### config.mk
export PLATFORM = sky130hd
export DESIGN_NAME = umul_ovf
export DESIGN_NICKNAME = d
export VERILOG_FILES = /design/src/rtl/umul_ovf_pkg.sv /design/src/rtl/umul_lo_array.sv /design/src/rtl/umul_ovf_chain.sv /design/src/rtl/umul_ovf.sv
export SDC_FILE = /design/constraint.sdc
export NUM_CORES = 1
export LEC_CHECK = 0
export ABC_AREA = 1
export BUFFER_PORTS_ARGS = -buffer_cell sky130_fd_sc_hd__buf_2
export CELL_PAD_IN_SITES_DETAIL_PLACEMENT = 1
export CELL_PAD_IN_SITES_GLOBAL_PLACEMENT = 1
export CORE_ASPECT_RATIO = 0.6
export CORE_MARGIN = 4
export CORE_UTILIZATION = 36
export DETAILED_ROUTE_END_ITERATION = 7
export GPL_TIMING_DRIVEN = 0
export PLACE_DENSITY = 0.82
export SETUP_SLACK_MARGIN = 0.3
export SYNTH_ARGS = -nofsm -noshare
export SYNTH_HDL_FRONTEND = slang
export SYNTH_SLANG_ARGS = --single-unit
### constraint.sdc
create_clock -name vclk -period 6.21
set_input_delay 0.3105 -clock vclk [all_inputs]
set_output_delay 0.3105 -clock vclk [all_outputs]
set_load 0.005 [all_outputs]
### src/rtl/umul_ovf_pkg.sv
package umul_ovf_pkg;

    // Full-adder sum bit of the modified cell
    function automatic logic fa_sum(input logic x, input logic y, input logic ci);
        return x ^ y ^ ci;
    endfunction

    // Full-adder carry bit of the modified cell
    function automatic logic fa_cy(input logic x, input logic y, input logic ci);
        return (x & y) | (x & ci) | (y & ci);
    endfunction

    // Top-column cell: sum only, its carry would land beyond bit N
    function automatic logic top_sum(input logic pp, input logic s_in, input logic c_in);
        return pp ^ s_in ^ c_in;
    endfunction

endpackage

### src/rtl/umul_lo_array.sv
// Reduced multiplier array: builds product columns 0..N only.
module umul_lo_array
    import umul_ovf_pkg::*;
#(
    parameter int N = 8
) (
    input  logic [N-1:0] opa,
    input  logic [N-1:0] opb,
    output logic [N:0]   lo
);
    localparam int W = N + 1;

    always_comb begin
        logic [W-1:0] acc;
        logic [W-1:0] ax;
        logic         cin;
        logic         pp;
        ax  = {1'b0, opa};
        acc = '0;
        for (int j = 0; j < N; j++) begin
            cin = 1'b0;
            for (int k = 0; k < W; k++) begin
                if (k >= j) begin
                    pp = ax[k - j] & opb[j];
                    if (k < N) begin
                        logic s;
                        s      = fa_sum(acc[k], pp, cin);
                        cin    = fa_cy(acc[k], pp, cin);
                        acc[k] = s;
                    end else begin
                        acc[k] = top_sum(pp, acc[k], cin);
                    end
                end
            end
        end
        lo = acc;
    end

endmodule

### src/rtl/umul_ovf_chain.sv
// Linear detector for operand patterns that force an overflow.
module umul_ovf_chain #(
    parameter int N = 8
) (
    input  logic [N-1:0] opa,
    input  logic [N-1:0] opb,
    output logic         pre_ovf
);
    always_comb begin
        logic any_hi;
        logic hit;
        any_hi = opa[N-1];
        hit    = opa[N-1] & opb[1];
        for (int i = 2; i < N; i++) begin
            any_hi = any_hi | opa[N - i];
            hit    = hit | (any_hi & opb[i]);
        end
        pre_ovf = hit;
    end

endmodule

### src/rtl/umul_ovf.sv
// Unsigned N x N multiplier returning N low bits plus overflow flag. N >= 4.
module umul_ovf #(
    parameter int N = 8
) (
    input  logic [N-1:0] opa,
    input  logic [N-1:0] opb,
    output logic [N-1:0] prod_lo,
    output logic         ovf
);
    logic [N:0] lo_w;
    logic       pre_w;

    umul_lo_array #(.N(N)) i_array (
        .opa (opa),
        .opb (opb),
        .lo  (lo_w)
    );

    umul_ovf_chain #(.N(N)) i_chain (
        .opa     (opa),
        .opb     (opb),
        .pre_ovf (pre_w)
    );

    assign prod_lo = lo_w[N-1:0];
    assign ovf     = pre_w | lo_w[N];

endmodule

==> summary.md <==
| Metric | Value |
|---|---|
| Status | finished with violations |
| Failing checks | negative setup slack |
| Die area | about 0.0042 mm^2 |
| Largest fanout on the critical path | 2 |
| Top post-synthesis cells by area | fa_1 (37%), nand2_1 (23%), inv_1 (17%) |
| Clk network pwr share | 0% |
| Max_slew headroom | 82.4% |
| Int Power | 0.170 mW |
| Total gr overflow | 0 |
| Wire per inst | 14.0 um |
| DRT iter0 DRCs | 30 |
| Synth area leader | fa_1 |
| Maximum achievable frequency | 0.152 GHz |
| Syn_nets | 228 |
| Total GRT Usage | 17.8% |
| Worst EP arrival | 6.29 ns |
| Register area | 0 um^2 |
| Final WL | 3450 um |
| Top-count cell post-synth | nand2_1 |
| Pwr Total | 0.368 mW |
| Crit start category | input port |
| Vias in the first global route | 1200 |
| CLK BUF | 0 |
| Layout Cells excl Fill | 247 |
| First-pass GRT wire length | 5740 um |
| Nets | 251 |
| DR WL met2 | 1750 um |
| RSZ-0062 raised after global routing | true |
| WHS Path Cells | 5 |
| Synth Instances | 184 |
| Die width | 80.8 um |
| Top Layer Used | met4 |
| CP Class | in2out |
| Count of cell types in the netlist | 17 |
| Vias post-DR | between 1000 and 1500 |
| Area grow syn2layout | 29.0% |
| Fin Setup TNS | -0.421 ns |
| Crit path time final | 6.60 ns |
| Seq pwr share | 0% |
| DP Worst Slack | -0.532 ns |
| Largest net degree at the start of global routing | 10 |
| Max-Cap Viols | 0 |
| DRC viols | 0 |
| Seq cells | 0 |
| P_sw | 0.199 mW |
| Initial antenna violation count | 0 |
| Gpl congestion | 0.749 |
| Chip Height | between 50 and 60 um |
| Post-synthesis sequential area ratio | 0% |
| DR pass1 iterations | 4 |
| Post-DP HPWL | 2720 um |
| Hold Fails Final Rpt | 0 |
| Area of the mapped netlist | 0.00114 mm^2 |
| Synth Warn # | 0 |
| Metal3 WL | ~140 um |
| Diode count | 0 |
| Hold Crit Class | in2out |
| Std-Cell Rows | 15 |
| Count of input and output buffers | 18 |
| CTS Hold Bufs | 0 |
| Core Region | around 0.003 mm^2 |
| Final setup vio count | 2 |
| CP max-delay cell | fa_1 |
| I/O pin cnt | 25 |
| Switching Fraction | 54.0% |
| Slew @ Worst Pin | 0.262 ns |
| Initial core utilization | 38.8% |
| Peak per-stage delay on the critical path | 0.55 ns |
| Max Slew Vio Count | 0 |
| Post-DP Area | 0.00136 mm^2 |
| Antenna Nets Post-Route | 0 |
| Final worst-path setup slack | -0.387 ns |
| Syn Area/Cell | around 6.2 um^2 |
| Placed insts | between 200 and 250 |
| Commonest cells post-synth | nand2_1 (69), inv_1 (53), fa_1 (21), nand3_1 (9), ha_1 (7) |
| Layout cells sized above 1 | 31.7% |
| Period utilization | 106% |
| Yosys top cell area share | 36.8% |
| Crit path capture type | output port |
| Lkg Pwr | approximately 0.93 nW |
| Max IR drop VDD | around 0.091 mV |
| WL met1 | 1520 um |
| Comb power frac | 100.0% |
| Post-route cell area | 0.00148 mm^2 |
| Data required, critical path | roughly 5.9 ns |
| PD cells | 250 mW/mm^2 |
| Most used cell, CP | fa_2 |
| Vias per cell | 4.63 |
[kinds of logic after synthesis]
kind of cell / Yosys count / synth area share [%]
AO/OA/AOI/OAI: 3 / 1.86
adder cells (fa/ha/maj): 28 / 44.4
buffers and inverters: 61 / 20.7
AND/OR/NAND/NOR: 92 / 33.0
[power groups by stage]
stage               Combinational [mW]  Clock (mW)  Sequential [mW]
floorplan                        0.217           0                0
global placement                 0.285           0                0
detailed placement               0.304           0                0
CTS                              0.359           0                0
global route                     0.427           0                0
finish                           0.368           0                0
[cell usage in the layout (no fill, tap or decap), drive strengths merged]
cell and n:
nand2 74, inv 54, buf 26, fa 21, nand3 9, nor2 7
ha 7, clkbuf 2, nand3b 1, o31ai 1, o21ai 1, nand4 1
o32ai 1
[what timing repair did]
action,CTS,global route
resized for setup,19,5
pin swaps,22,5
setup endpoints to repair,2,2
buffers inserted,3,0
[layout make-up]
type,count,area (um^2)
inverters,54,205
repair buffers,21,119
fillers,410,1470
multi-input cells,123,1000
plain buffers,7,96.3
well taps,42,52.6
[per-layer routing]
layer	global-route usage, %	vias to the layer above
met4	1.12	0
met2	34.1	24
met5	0	-
met1	23.0	554
li1	-	562
met3	1.56	4
[critical path: cells and delay by family]
family / cells / cell delay (ns)
adders and majority gates: 12 / 4.64
buffers and inverters: 8 / 0.58
and+or+nand+nor: 11 / 0.76
[path summary, 6_finish.rpt]
check / from / end / slack, ns
max: opa[0] / ovf / -0.39
min: opb[0] / prod_lo[0] / 1.05
[per-stage QoR]
| stage | hold slack, ns | util [%] |
|---|---|---|
| after global routing | 1.07 | 50.1 |
| final | 1.05 | 50.1 |
| after CTS | 1.05 | 49.7 |
| after floorplan | 0.814 | - |
| after detailed placement | 0.946 | 46.0 |
| after global placement | 0.935 | 46.0 |
Power figures use the tool's default switching activity.
